$ cat src/rtl/mulsa_pkg.sv
package mulsa_pkg;
  typedef enum logic {
    MODE_UNSIGNED = 1'b0,
    MODE_SIGNED   = 1'b1
  } mul_mode_e;
endpackage

$ cat src/rtl/mulsa_ctrl.sv
module mulsa_ctrl #(
  parameter int K = 8
) (
  input  logic clk,
  input  logic rst_n,
  input  logic start,
  output logic accept,
  output logic step,
  output logic last_step,
  output logic busy,
  output logic done
);
  localparam int CW = $clog2(K + 1);

  logic [CW-1:0] count;

  assign busy      = (count != '0);
  assign step      = busy;
  assign last_step = (count == CW'(1));
  assign accept    = start && !busy;

  always_ff @(posedge clk) begin
    if (!rst_n) begin
      count <= '0;
      done  <= 1'b0;
    end else begin
      if (accept)    count <= CW'(K);
      else if (busy) count <= count - CW'(1);
      done <= last_step;
    end
  end


  accept_busy_chk: assert property (@(posedge clk) disable iff (!rst_n)
    accept |=> busy);

  done_pulse_chk: assert property (@(posedge clk) disable iff (!rst_n)
    done |=> !done);

  done_at_fall_chk: assert property (@(posedge clk) disable iff (!rst_n)
    $fell(busy) |-> done);

  busy_start_chk: assert property (@(posedge clk) disable iff (!rst_n)
    (busy && start) |=> (count == $past(count) - CW'(1)));
endmodule

$ cat src/rtl/mulsa_addsub.sv
module mulsa_addsub #(
  parameter int W = 9
) (
  input  logic [W-1:0] a,
  input  logic [W-1:0] b,
  input  logic         sub,
  output logic [W-1:0] sum
);
  logic [W:0]   carry;
  logic [W-1:0] b_eff;

  assign carry[0] = sub;
  assign b_eff    = b ^ {W{sub}};

  for (genvar i = 0; i < W; i++) begin : g_bit
    assign sum[i]     = a[i] ^ b_eff[i] ^ carry[i];
    assign carry[i+1] = (a[i] & b_eff[i]) | (carry[i] & (a[i] ^ b_eff[i]));
  end
endmodule

$ cat src/rtl/mulsa_datapath.sv
module mulsa_datapath
  import mulsa_pkg::*;
#(
  parameter int K = 8
) (
  input  logic         clk,
  input  logic         rst_n,
  input  logic         load,
  input  logic         step,
  input  logic         last_step,
  input  logic         signed_in,
  input  logic [K-1:0] a_in,
  input  logic [K-1:0] b_in,
  output logic [2*K-1:0] product
);
  localparam int W = K + 1;

  mul_mode_e    mode_q;
  logic [K-1:0] mcand;
  logic [K-1:0] hi;
  logic [K-1:0] lo;
  logic [W-1:0] hi_ext;
  logic [W-1:0] mcand_ext;
  logic [W-1:0] addend;
  logic [W-1:0] sum;
  logic         sgn;
  logic         sub;

  assign sgn       = (mode_q == MODE_SIGNED);
  assign hi_ext    = {sgn & hi[K-1], hi};
  assign mcand_ext = {sgn & mcand[K-1], mcand};
  assign addend    = lo[0] ? mcand_ext : '0;
  assign sub       = sgn && last_step;

  mulsa_addsub #(.W(W)) u_addsub (
    .a   (hi_ext),
    .b   (addend),
    .sub (sub),
    .sum (sum)
  );

  always_ff @(posedge clk) begin
    if (!rst_n) begin
      mode_q <= MODE_UNSIGNED;
      mcand  <= '0;
      hi     <= '0;
      lo     <= '0;
    end else if (load) begin
      mode_q <= mul_mode_e'(signed_in);
      mcand  <= a_in;
      hi     <= '0;
      lo     <= b_in;
    end else if (step) begin
      hi <= sum[W-1:1];
      lo <= {sum[0], lo[K-1:1]};
    end
  end

  assign product = {hi, lo};


  hold_chk: assert property (@(posedge clk) disable iff (!rst_n)
    (!load && !step) |=> $stable(product));

  mcand_hold_chk: assert property (@(posedge clk) disable iff (!rst_n)
    (step && !load) |=> ($stable(mcand) && $stable(mode_q)));
endmodule

$ cat src/rtl/shift_add_mul.sv
module shift_add_mul #(
  parameter int K = 8
) (
  input  logic           clk,
  input  logic           rst_n,
  input  logic           start,
  input  logic           signed_mode,
  input  logic [K-1:0]   op_a,
  input  logic [K-1:0]   op_b,
  output logic           busy,
  output logic           done,
  output logic [2*K-1:0] product
);
  logic accept;
  logic step;
  logic last_step;

  mulsa_ctrl #(.K(K)) u_ctrl (
    .clk       (clk),
    .rst_n     (rst_n),
    .start     (start),
    .accept    (accept),
    .step      (step),
    .last_step (last_step),
    .busy      (busy),
    .done      (done)
  );

  mulsa_datapath #(.K(K)) u_dp (
    .clk       (clk),
    .rst_n     (rst_n),
    .load      (accept),
    .step      (step),
    .last_step (last_step),
    .signed_in (signed_mode),
    .a_in      (op_a),
    .b_in      (op_b),
    .product   (product)
  );


  idle_after_reset_chk: assert property (@(posedge clk)
    !rst_n |=> (!busy && !done));
endmodule

$ cat config.mk
export PLATFORM = sky130hd
export DESIGN_NAME = shift_add_mul
export DESIGN_NICKNAME = d
export VERILOG_FILES = /design/src/rtl/mulsa_pkg.sv /design/src/rtl/mulsa_ctrl.sv /design/src/rtl/mulsa_addsub.sv /design/src/rtl/mulsa_datapath.sv /design/src/rtl/shift_add_mul.sv
export SDC_FILE = /design/constraint.sdc
export NUM_CORES = 1
export LEC_CHECK = 0
export BUFFER_PORTS_ARGS = -buffer_cell sky130_fd_sc_hd__buf_4
export CORE_ASPECT_RATIO = 1.25
export CORE_UTILIZATION = 32
export DETAILED_ROUTE_END_ITERATION = 7
export MAX_ROUTING_LAYER = met4
export PLACE_DENSITY = 0.59
export SETUP_SLACK_MARGIN = 0.2
export SLEW_MARGIN = 25
export SYNTH_ARGS = -nofsm -noshare
export SYNTH_HDL_FRONTEND = slang
export SYNTH_HIERARCHICAL = 1
export SYNTH_SLANG_ARGS = --single-unit
$ cat constraint.sdc
create_clock -name clk -period 5.36 [get_ports clk]
set_input_delay 1.072 -clock clk [delete_from_list [all_inputs] [get_ports clk]]
set_output_delay 1.072 -clock clk [all_outputs]
set_load 0.02 [all_outputs]
==> flow_summary.json <==
{
  "placement.setup.worst_slack_ps": 839,
  "route.vias.total": 1205,
  "slowest_delay_ps": 420,
  "avgSynthCellArea_um2": 10.2,
  "ant_nets": 0,
  "outcome": "finished, final reports clean",
  "drt_first_iter_violations": 32,
  "end_kind": "register",
  "arrival_ps": 4660,
  "grt_pass1_wl_um": 5320,
  "startpoint_type": "register",
  "clk_latency_ps": 280,
  "area.growth.synth_to_final_pct": 17.6,
  "dominantRegCellSynth": "sky130_fd_sc_hd__dfxtp_1",
  "drt_pre_antenna_iters": 2,
  "fmaxAchievable_mhz": 222,
  "timing.critical_path.cells": "nor2_4 > and2_1 > and2_1 > xor2_1 > fa_1 > inv_1 > fa_1 > fa_1 > fa_1 > fa_1 > fa_1 > fa_1 > xnor2_1 > xnor2_1 > mux2i_1 > nor2_1",
  "p_sw_frac": 0.376,
  "post_cts_gate_resize_count": 0,
  "die_area_um2": 5850,
  "cts_htree_levels": 2,
  "worst_hold_path_type": "reg2reg",
  "power_per_cell_area_nw_per_um2": 464,
  "nets": 231,
  "path_common_cell": "sky130_fd_sc_hd__fa_1",
  "postCtsHoldBufs": 0,
  "p_leak_nw": 0.992,
  "timing_max_transition_violations_final": 0,
  "top_fanout_value_on_the_critical_path": 9,
  "gp_congestion": 0.780,
  "crit_slowest_cell": "sky130_fd_sc_hd__and2_1",
  "cts.sinks": 30,
  "cts_max_path_buffers": 2,
  "power.internal_mw": 0.605,
  "drt-vias-per-instance": 4.55,
  "synthDistinctLibCells": 31,
  "power.clock.fraction": 0.196,
  "number_of_max_capacitance_violations_reported": 0,
  "vdd_ir_drop_max_mv": 0.231,
  "synthesis.nets": 203,
  "setup_viol_count_final": 0,
  "power.share.sequential": 0.348,
  "ys_ff_latch": 30,
  "grt.total_usage": 0.128,
  "fp.dieW_um": 68.6,
  "tritoncts.num_buffers": 5,
  "wire_per_inst_um": 12.3,
  "max_slew.worst_pin.slew_ps": 872,
  "die_height_um": 85.3,
  "postSynth.asyncResetShare": 0,
  "final.setup.tns_ps": 0,
  "core-area_um2": 5230,
  "yosys.cell_count.top_type": "sky130_fd_sc_hd__dfxtp_1",
  "synth_largest_type_area_fraction": 0.338,
  "timing_worst_setup_path_type": "reg2reg",
  "dp_cells": 257,
  "fin_crit_ps": 4490,
  "timing_hold_violations_final": 0,
  "largest_cells_by_area_after_synthesis": "sky130_fd_sc_hd__dfxtp_1 34%, sky130_fd_sc_hd__mux2i_1 9.6%, sky130_fd_sc_hd__fa_1 7.9%",
  "design.portCount": 38,
  "root_buffer": "sky130_fd_sc_hd__clkbuf_8",
  "sequential_share_of_the_synthesized_area": 0.338,
  "drcViolationCount": 0,
  "fillCellCount": 569,
  "power.net_switching_mw": 0.365,
  "tritoncts": "done",
  "post_route_cells_drive_above_1_share": 0.281,
  "grt.overflow.total": 0,
  "cp_num_buf_inv": 1,
  "power_frac_comb": 0.455,
  "worst_slew_margin_rel": 0.417,
  "crit_path_required_time_ps": 5520,
  "share_of_the_clock_period_used_by_the_worst_path_after_layout": 0.839,
  "initial_utilization": 0.340,
  "fin_ws_ps": 866,
  "placementRows": 29,
  "rsz0062_at_grt": "false",
  "synth-edff-count": 0,
  "synthCells": 174,
  "postCtsSetupRepairBufs": 0,
  "synth.cells.most_frequent": "30 x sky130_fd_sc_hd__dfxtp_1, 17 x sky130_fd_sc_hd__inv_1, 17 x sky130_fd_sc_hd__mux2i_1",
  "antenna_found_initial": 0,
  "sequential_cell_area_um2": 601,
  "cp_top_family": "adder cells",
  "dpl.hpwl_um": 2410,
  "first_global_vias": 1162,
  "io_buffer_count": 37,
  "synth.yosys.warnings": 6,
  "clock_transition_at_the_registers_of_the_reported_paths_ps": 70,
  "antenna_cells": 0,
  "detail_route.wirelength_um": 3270,
  "clock_skew_ps": 6.04,
  "grt_start_max_net_pins": 21,
  "multi_input_comb_area_um2": 970,
  "synth_area_um2": 1780,
  "final_cells": 265,
  "synth_top_cell_by_area": "sky130_fd_sc_hd__dfxtp_1"
}
==> per-layer routing <==
metal,global-route usage,vias up,part of all wire
met2,0.200,21,0.50
met4,0.0625,0,0.020
met3,0.0376,6,0.041
met1,0.146,570,0.44
met5,-,-,0
li1,-,608,-
==> cells in the final DEF, fill, tap and decap left out, types with 2 or more instances in the layout <==
| cell | netlist | layout |
|---|---|---|
| sky130_fd_sc_hd__ha_1 | 2 | 2 |
| sky130_fd_sc_hd__dfxtp_1 | 30 | 30 |
| sky130_fd_sc_hd__a21oi_1 | 3 | 3 |
| sky130_fd_sc_hd__and3_1 | 3 | 3 |
| sky130_fd_sc_hd__clkbuf_8 | 0 | 6 |
| sky130_fd_sc_hd__o211a_1 | 8 | 8 |
| sky130_fd_sc_hd__nand4b_1 | 2 | 2 |
| sky130_fd_sc_hd__inv_1 | 17 | 17 |
| sky130_fd_sc_hd__mux2_4 | 2 | 2 |
| sky130_fd_sc_hd__mux2i_1 | 17 | 17 |
| sky130_fd_sc_hd__nor2b_1 | 9 | 9 |
| sky130_fd_sc_hd__xor2_1 | 2 | 2 |
| sky130_fd_sc_hd__nor2_1 | 8 | 8 |
| sky130_fd_sc_hd__buf_4 | 10 | 38 |
| sky130_fd_sc_hd__a21o_1 | 2 | 2 |
| sky130_fd_sc_hd__mux2_2 | 7 | 7 |
| sky130_fd_sc_hd__and2_1 | 11 | 11 |
| sky130_fd_sc_hd__xnor2_1 | 8 | 8 |
| sky130_fd_sc_hd__fa_1 | 7 | 7 |
| sky130_fd_sc_hd__nand2b_1 | 11 | 11 |
==> sequential cells by signal, indices dropped and copies added (netlist names) <==
signal,count
u_ctrl/count,4
u_ctrl/done,1
u_dp/hi,8
u_dp/lo,8
u_dp/mcand,8
u_dp/mode_q,1
==> kinds of logic after synthesis <==
kind of cell / Yosys count / share of synthesized area
AO/OA/AOI/OAI: 16 / 0.0768
XOR/XNOR: 11 / 0.0585
adder cells (fa/ha/maj): 9 / 0.0930
buffers and inverters: 34 / 0.116
flip-flops: 30 / 0.338
multiplexers: 26 / 0.157
AND/OR/NAND/NOR: 48 / 0.161
==> power groups by stage <==
stage	combinational (mW)	clock, mW	sequential (mW)
final	0.441	0.191	0.338
after global routing	0.483	0.206	0.349
after detailed placement	0.447	0	0.345
after floorplan	0.351	0	0.364
after global placement	0.447	0	0.344
after CTS	0.448	0.197	0.340
==> final timing paths <==
check / from / end / slack (ps) / cells after the start
worst min-delay path: u_dp/mcand[2] / u_dp/mcand[2] / 510 / 2
worst min register to register: u_dp/mcand[2] / u_dp/mcand[2] / 510 / 2
worst max register to register: u_ctrl/count[3] / u_dp/hi[7] / 870 / 16
worst max-delay path: u_ctrl/count[3] / u_dp/hi[7] / 870 / 16
==> per-stage QoR <==
step | hold WS (ps) | util | cell area, um^2 | total power [mW]
2_1_floorplan | 474 | - | 1780 | 0.715
3_3_place_gp | 490 | 0.382 | 2000 | 0.790
3_5_place_dp | 499 | 0.382 | 2000 | 0.792
4_1_cts | 516 | 0.400 | 2090 | 0.984
5_1_grt | 546 | 0.400 | 2090 | 1.04
6_report | 507 | 0.400 | 2090 | 0.970
==> worst register-to-register path: stages (launching register included) <==
cell                      delay, ps
sky130_fd_sc_hd__dfxtp_1        370
sky130_fd_sc_hd__nor2_4         200
sky130_fd_sc_hd__and2_1         140
sky130_fd_sc_hd__and2_1         420
sky130_fd_sc_hd__xor2_1         250
sky130_fd_sc_hd__fa_1           200
sky130_fd_sc_hd__inv_1           50
sky130_fd_sc_hd__fa_1           370
sky130_fd_sc_hd__fa_1           390
sky130_fd_sc_hd__fa_1           390
sky130_fd_sc_hd__fa_1           390
sky130_fd_sc_hd__fa_1           380
sky130_fd_sc_hd__fa_1           390
sky130_fd_sc_hd__xnor2_1        150
sky130_fd_sc_hd__xnor2_1        120
sky130_fd_sc_hd__mux2i_1        130
sky130_fd_sc_hd__nor2_1          60
==> cell type report <==
class / count / share of cell area
repair buffers: 38 / 0.137
inverters: 17 / 0.0306
clock buffers: 7 / 0.0413
multi-input cells: 110 / 0.464
flip-flops and latches: 30 / 0.288
well taps: 62 / 0.0371
clock inverters: 1 / 0.00240
(Power assumes the default switching activity.)
